===== src/rtl/sdram_mask_pkg.sv =====
package sdram_mask_pkg;
  // Read masks act this many clocks after the read cycle; writes act in the same cycle.
  localparam int unsigned RD_LATENCY   = 2;
  localparam int unsigned DEF_LANES    = 4;
  localparam int unsigned DEF_LANE_W   = 8;
endpackage


===== src/rtl/dqm_read_delay.sv =====
module dqm_read_delay
  import sdram_mask_pkg::*;
#(
  parameter int unsigned LANES = DEF_LANES
) (
  input  logic             clk,
  input  logic             rst,
  input  logic             rd_active,
  input  logic [LANES-1:0] dqm,
  output logic [LANES-1:0] mask_early,
  output logic [LANES-1:0] mask_due
);
  // Shift chain of masks; a cycle without a read enters as all-masked.
  logic [LANES-1:0] stg [RD_LATENCY];

  always_ff @(posedge clk) begin
    if (rst) stg[0] <= '1;
    else     stg[0] <= rd_active ? dqm : '1;
  end

  for (genvar k = 1; k < RD_LATENCY; k++) begin : g_stage
    always_ff @(posedge clk) begin
      if (rst) stg[k] <= '1;
      else     stg[k] <= stg[k-1];
    end
  end

  assign mask_early = stg[RD_LATENCY-2];
  assign mask_due   = stg[RD_LATENCY-1];
endmodule


===== src/rtl/dq_lane_capture.sv =====
module dq_lane_capture #(
  parameter int unsigned LANE_W = 8
) (
  input  logic              clk,
  input  logic              rst,
  input  logic              lane_open,
  input  logic [LANE_W-1:0] arr_byte,
  output logic [LANE_W-1:0] out_byte
);
  // Registered so the byte lines up with the delayed mask stage.
  always_ff @(posedge clk) begin
    if (rst)            out_byte <= '0;
    else if (lane_open) out_byte <= arr_byte;
    else                out_byte <= '0;
  end
endmodule


===== src/rtl/dqm_write_strobe.sv =====
module dqm_write_strobe #(
  parameter int unsigned LANES  = 4,
  parameter int unsigned LANE_W = 8
) (
  input  logic                    wr_valid,
  input  logic [LANES-1:0]        dqm,
  input  logic [LANES*LANE_W-1:0] wr_data,
  output logic [LANES-1:0]        wr_be,
  output logic [LANES*LANE_W-1:0] arr_wr_data
);
  // Zero-latency path: the mask applies to the data in its own cycle.
  always_comb begin
    for (int i = 0; i < LANES; i++) begin
      wr_be[i] = wr_valid & ~dqm[i];
    end
  end
  assign arr_wr_data = wr_data;
endmodule


===== src/rtl/sdram_lane_mask.sv =====
module sdram_lane_mask
  import sdram_mask_pkg::*;
#(
  parameter int unsigned LANES  = DEF_LANES,
  parameter int unsigned LANE_W = DEF_LANE_W
) (
  input  logic                    clk,
  input  logic                    rst,
  input  logic                    rd_active,
  input  logic                    wr_valid,
  input  logic [LANES-1:0]        dqm,
  input  logic [LANES*LANE_W-1:0] wr_data,
  input  logic [LANES*LANE_W-1:0] arr_rd_data,
  output logic [LANES-1:0]        dq_oe,
  output logic [LANES*LANE_W-1:0] rd_data,
  output logic [LANES-1:0]        wr_be,
  output logic [LANES*LANE_W-1:0] arr_wr_data
);
  localparam int unsigned DW = LANES * LANE_W;

  logic [LANES-1:0] mask_early;
  logic [LANES-1:0] mask_due;

  dqm_read_delay #(.LANES(LANES)) u_delay (
    .clk        (clk),
    .rst        (rst),
    .rd_active  (rd_active),
    .dqm        (dqm),
    .mask_early (mask_early),
    .mask_due   (mask_due)
  );

  assign dq_oe = ~mask_due;

  for (genvar i = 0; i < LANES; i++) begin : g_lane
    dq_lane_capture #(.LANE_W(LANE_W)) u_cap (
      .clk       (clk),
      .rst       (rst),
      .lane_open (~mask_early[i]),
      .arr_byte  (arr_rd_data[i*LANE_W +: LANE_W]),
      .out_byte  (rd_data[i*LANE_W +: LANE_W])
    );
  end

  dqm_write_strobe #(.LANES(LANES), .LANE_W(LANE_W)) u_wr (
    .wr_valid    (wr_valid),
    .dqm         (dqm),
    .wr_data     (wr_data[DW-1:0]),
    .wr_be       (wr_be),
    .arr_wr_data (arr_wr_data)
  );
endmodule


===== config.mk =====
export PLATFORM = sky130hd
export DESIGN_NAME = sdram_lane_mask
export DESIGN_NICKNAME = d
export VERILOG_FILES = /design/src/rtl/sdram_mask_pkg.sv /design/src/rtl/dqm_read_delay.sv /design/src/rtl/dq_lane_capture.sv /design/src/rtl/dqm_write_strobe.sv /design/src/rtl/sdram_lane_mask.sv
export SDC_FILE = /design/constraint.sdc
export NUM_CORES = 1
export LEC_CHECK = 0
export ABC_AREA = 1
export BUFFER_PORTS_ARGS = -buffer_cell sky130_fd_sc_hd__buf_2
export CAP_MARGIN = 20
export CELL_PAD_IN_SITES_DETAIL_PLACEMENT = 1
export CELL_PAD_IN_SITES_GLOBAL_PLACEMENT = 1
export CORE_MARGIN = 2
export CORE_UTILIZATION = 22
export DETAILED_ROUTE_END_ITERATION = 6
export PLACE_DENSITY = 0.76
export SLEW_MARGIN = 20
export SYNTH_ARGS = -nofsm -noshare
export SYNTH_HDL_FRONTEND = slang
export SYNTH_SLANG_ARGS = --single-unit

===== constraint.sdc =====
create_clock -name clk -period 1.05 [get_ports clk]
set_clock_uncertainty 0.2 [all_clocks]
set_input_delay 0.105 -clock clk [delete_from_list [all_inputs] [get_ports clk]]
set_output_delay 0.105 -clock clk [all_outputs]
set_load 0.01 [all_outputs]

; Yosys cells after proc, flatten, opt, wreduce, memory -nomap -nowiden
; Memory sizes are Yosys's and may differ from the RTL's.
; Index checks and enable logic that the tools add are counted.
[totals]
wordCells = 26
in_bits = 72
output_inout_bits = 72
memories = 1
rom_bits = 0
latchBits = 0
mem_bits_rw = 8
reg_bits = 32
[classes]
n_mul = 0
div_mod_pow = 0
shifts = 0
n_eq_ne = 0
n_mux = 6
n_lt_le_gt_ge = 0
n_reduce_logical = 4
bitwise = 11
n_addsub = 0
[memory_table]
columns = memory, depth, width, read_ports, rd_clocked_by_memory_dff, write_ports, line_no
row1 = u_delay.stg, 2, 4, 2, 0, 2, dqm_read_delay.sv:14  ; logic [LANES-1:0] stg [RD_LATENCY];
[ops]
columns = op, n
row1 = 2-to-1 mux 4 bit, 3
row2 = OR reduction 2 bit, 4
row3 = bitwise AND 1 bit, 4
row4 = NOT 1 bit, 4
row5 = NOT 4 bit, 1
row6 = 2-to-1 mux 1 bit, 3
row7 = bitwise OR 1 bit, 2

; Logic depth before layout (Yosys ltp)
[logic_depth]
ltp_word = 3
ltp_mapped = 3
depth_no_buf = 3

; Cells and area by module
; A second synthesis with hierarchy kept.
[hier_totals]
hier_cells = 170
area_unflattened_um2 = 1443.9
[by_module_without_submodules]
columns = module, area_per_inst_um2, n_inst, seq_area_each_um2, cells_per_inst
row1 = dq_lane_capture, 230.2, 4, 160.2, 26
row2 = dqm_write_strobe, 269.0, 1, 0.0, 37
row3 = dqm_read_delay, 224.0, 1, 160.2, 21
row4 = sdram_lane_mask, 30.0, 1, 0.0, 8

; Worst setup path before layout
; Ideal clock, no wire load.
[synth_path]
kind = register to register
from = mem u_delay.stg[0][3]
to = reg g_lane[3].u_cap.out_byte[1]
period_less_slack_ps = 784
path_stages_with_launch = 4
setup_ps = 114
required_ps = 736
n_path_buf = 0
setup_slack_ps = 266
arrival_time_ps = 470
cell_sequence = dfxtp_1 -> inv_1 -> nand2_4 -> nor2_1
[synth_lines]
columns = item, line_no
row1 = start: declaration, dqm_read_delay.sv:14
row2 = end signal: assignment, dq_lane_capture.sv:13  ; else if (lane_open) out_byte <= arr_byte;
row3 = end: declaration, dq_lane_capture.sv:8  ; output logic [LANE_W-1:0] out_byte

==> flow_summary.toml <==
[outcome]
status = "finished with violations"
violations = "hold timing, setup timing"

[worst_setup_path]
worstPathArrival_ns = 0.75
required_ns = 0.74
path_class = "reg -> out"
end_kind = "primary output"
crit_fanout = 1
start_kind = "flip-flop"

[logic_synthesis]
synth_area_leaders = "dfxtp_1, buf_4, inv_1, nor2_1, nand2_4"
yosysSeqAreaShare_pct = 56.1
synthDistinctLibCells = 8
synth_nets = 236
synthCells = 164
syn_avg_cell_area_sq_um = 8.70
netlist_area_sq_um = 1430
synth_top_cell_area_share_pct = 56.1
yosys_warnings = 0
ys_ff_latch = 40
synth_largest_area_cell = "dfxtp_1"

[sta]
max_slew_margin_pct = 79.2
finalCriticalPeriod_ns = 1.06
clock.fmax_ghz = 0.948
fin_crit_sh_pct = 100
hold_viol_final = 24
rsz0062_at_grt = "true"
slew_viol_final = 0
hold-worst-slack_ns = -0.0835
tightest_slew_ns = 0.311
setup_ws_ns = -0.00517
finalSetupViolCount = 3

[clocking]
cts_made_buffers = 5
root_buffer = "clkbuf_8"
cts_max_level = 2
post_cts_buffers = 0
clockBufferDepth = 2
clk_pin_slew_ns = 0.07
cts_tree = "done"
clock_sinks = 40
clk_latency_ns = 0.28
cts.hold.buffers_added = 36

[flow_run]
maxCapViolations = 0

[floorplanning]
num_io_pins = 144
core_area_sq_um = 6310
die_x_microns = 84.5
start_util_pct = 22.6
core.rowCount = 29
die_h_microns = 84.5
dieArea_sq_um = 7140

[finish]
instances_no_fill = 331
layout-drive-gt1-share_pct = 41.7
seqCellArea_sq_um = 816
fin_nets = 326
syn_to_final_growth_pct = 54.6
layout_commonest_cell = "buf_2"
multiInputGateArea_sq_um = 206
n_antenna_cell = 0
fillers = 762
final_cell_mix = "buf_2, inv_1, dlygate4sd3_1, nor2_1, dfxtp_1"

[place]
io_buffers = 79
dp.cells = 288
gp_congestion = 0.656
dp_hpwl_mm = 2.48

[global_routing]
use_met3_pct = 2.65
grt_pass1_wl_mm = 5.71
grt_max_degree = 12
grt_util_met2_pct = 19.0
grt_usage_pct = 10.4
antenna_found_initial = 0
met1_usage_pct = 10.0
gr-total-overflow = 0
grt_busiest_layer = "met2"
grt_pass1_vias = 1264

[routing]
wl_per_cell_microns = 11.2
vias = 1202
ant_nets = 0
drc = 0
drtIter0Drc = 12
wl_mm = 3.70
viasPerCell = 3.63
dr.pass1.iters = 3

[power]
p_sw_share_pct = 21.7
p_comb_share_pct = 11.4
pwr-share-seq_pct = 55.7
max-vdd-ir-drop_mv = 0.510
power_density_nw_per_um2 = 1270
p_int_mw = 2.19
leakagePower_nw = 1.30
clkPwrFrac_pct = 33.0
p_total_mw = 2.80
p_sw_mw = 0.606

[worst_hold_path]
holdCritPathClass = "in -> reg"
## final cells by class
cell class | count | area share, %
inverters | 47 | 8.11
clock inverters | 1 | 0.227
clock buffers | 6 | 3.29
flip-flops and latches | 40 | 37.0
repair buffers | 115 | 37.7
well taps | 77 | 4.37
multi-input cells | 45 | 9.36
## power by group through the flow
stage	Sequential, mW	Clock (mW)	Combinational, mW
6_report	1.56	0.922	0.318
5_1_grt	1.56	1.06	0.356
4_1_cts	1.55	0.983	0.310
3_5_place_dp	1.59	0	0.206
3_3_place_gp	1.59	0	0.204
2_1_floorplan	1.60	0	0.199
## routing by layer
layer | part of all wire (%) | up-vias
met5 | 0 | -
met4 | 4.9 | 0
met3 | 6.9 | 23
met2 | 54 | 62
met1 | 34 | 524
li1 | - | 593
## registers in the layout, indices dropped and copies added, names as in the netlist
name and cells:
g_lane.u_cap.out_byte 32, u_delay.stg 8
## path summary, 6_finish.rpt
| kind | start | endpoint | slack (ns) | depth (start not counted) |
|---|---|---|---|---|
| max | u_delay.stg[1][0] | dq_oe[0] | -0.005 | 2 |
| min reg2reg | u_delay.stg[0][1] | u_delay.stg[1][1] | 0.31 | 2 |
| max reg2reg | u_delay.stg[0][2] | g_lane[2].u_cap.out_byte[5] | 0.19 | 3 |
| min | rst | u_delay.stg[0][0] | -0.08 | 3 |
## worst max-delay path, cell delays in order (launching register included)
cell,delay (ns)
dfxtp_1,0.31
inv_1,0.04
buf_2,0.12
## through the flow
| step | setup TNS (ns) | util, % | cell area [sq um] | worst slack [ns] |
|---|---|---|---|---|
| 2_1_floorplan | 0 | - | 1430 | 0.266 |
| 3_3_place_gp | 0 | 26.6 | 1680 | 0.0679 |
| 3_5_place_dp | 0 | 26.6 | 1680 | 0.0775 |
| 6_report | -0.0109 | 34.9 | 2210 | -0.00517 |
| 5_1_grt | -0.229 | 34.9 | 2210 | -0.0502 |
| 4_1_cts | -0.0800 | 33.7 | 2120 | -0.0230 |
## kinds of logic after synthesis
logic type,after synthesis,synth area share [%]
DFF,40,56.1
buffers and inverters,79,29.4
and+or+nand+nor,45,14.5
## cell usage after synthesis, drive strengths merged
cell type,number
inv,47
dfxtp,40
nor2,37
buf,32
nand2,8
## repair_timing
action	in CTS	in global routing
gates resized for setup	3	22
hold endpoints to repair	40	8
setup endpoints to repair	6	27
No activity file was read; power rests on OpenSTA's default activity.
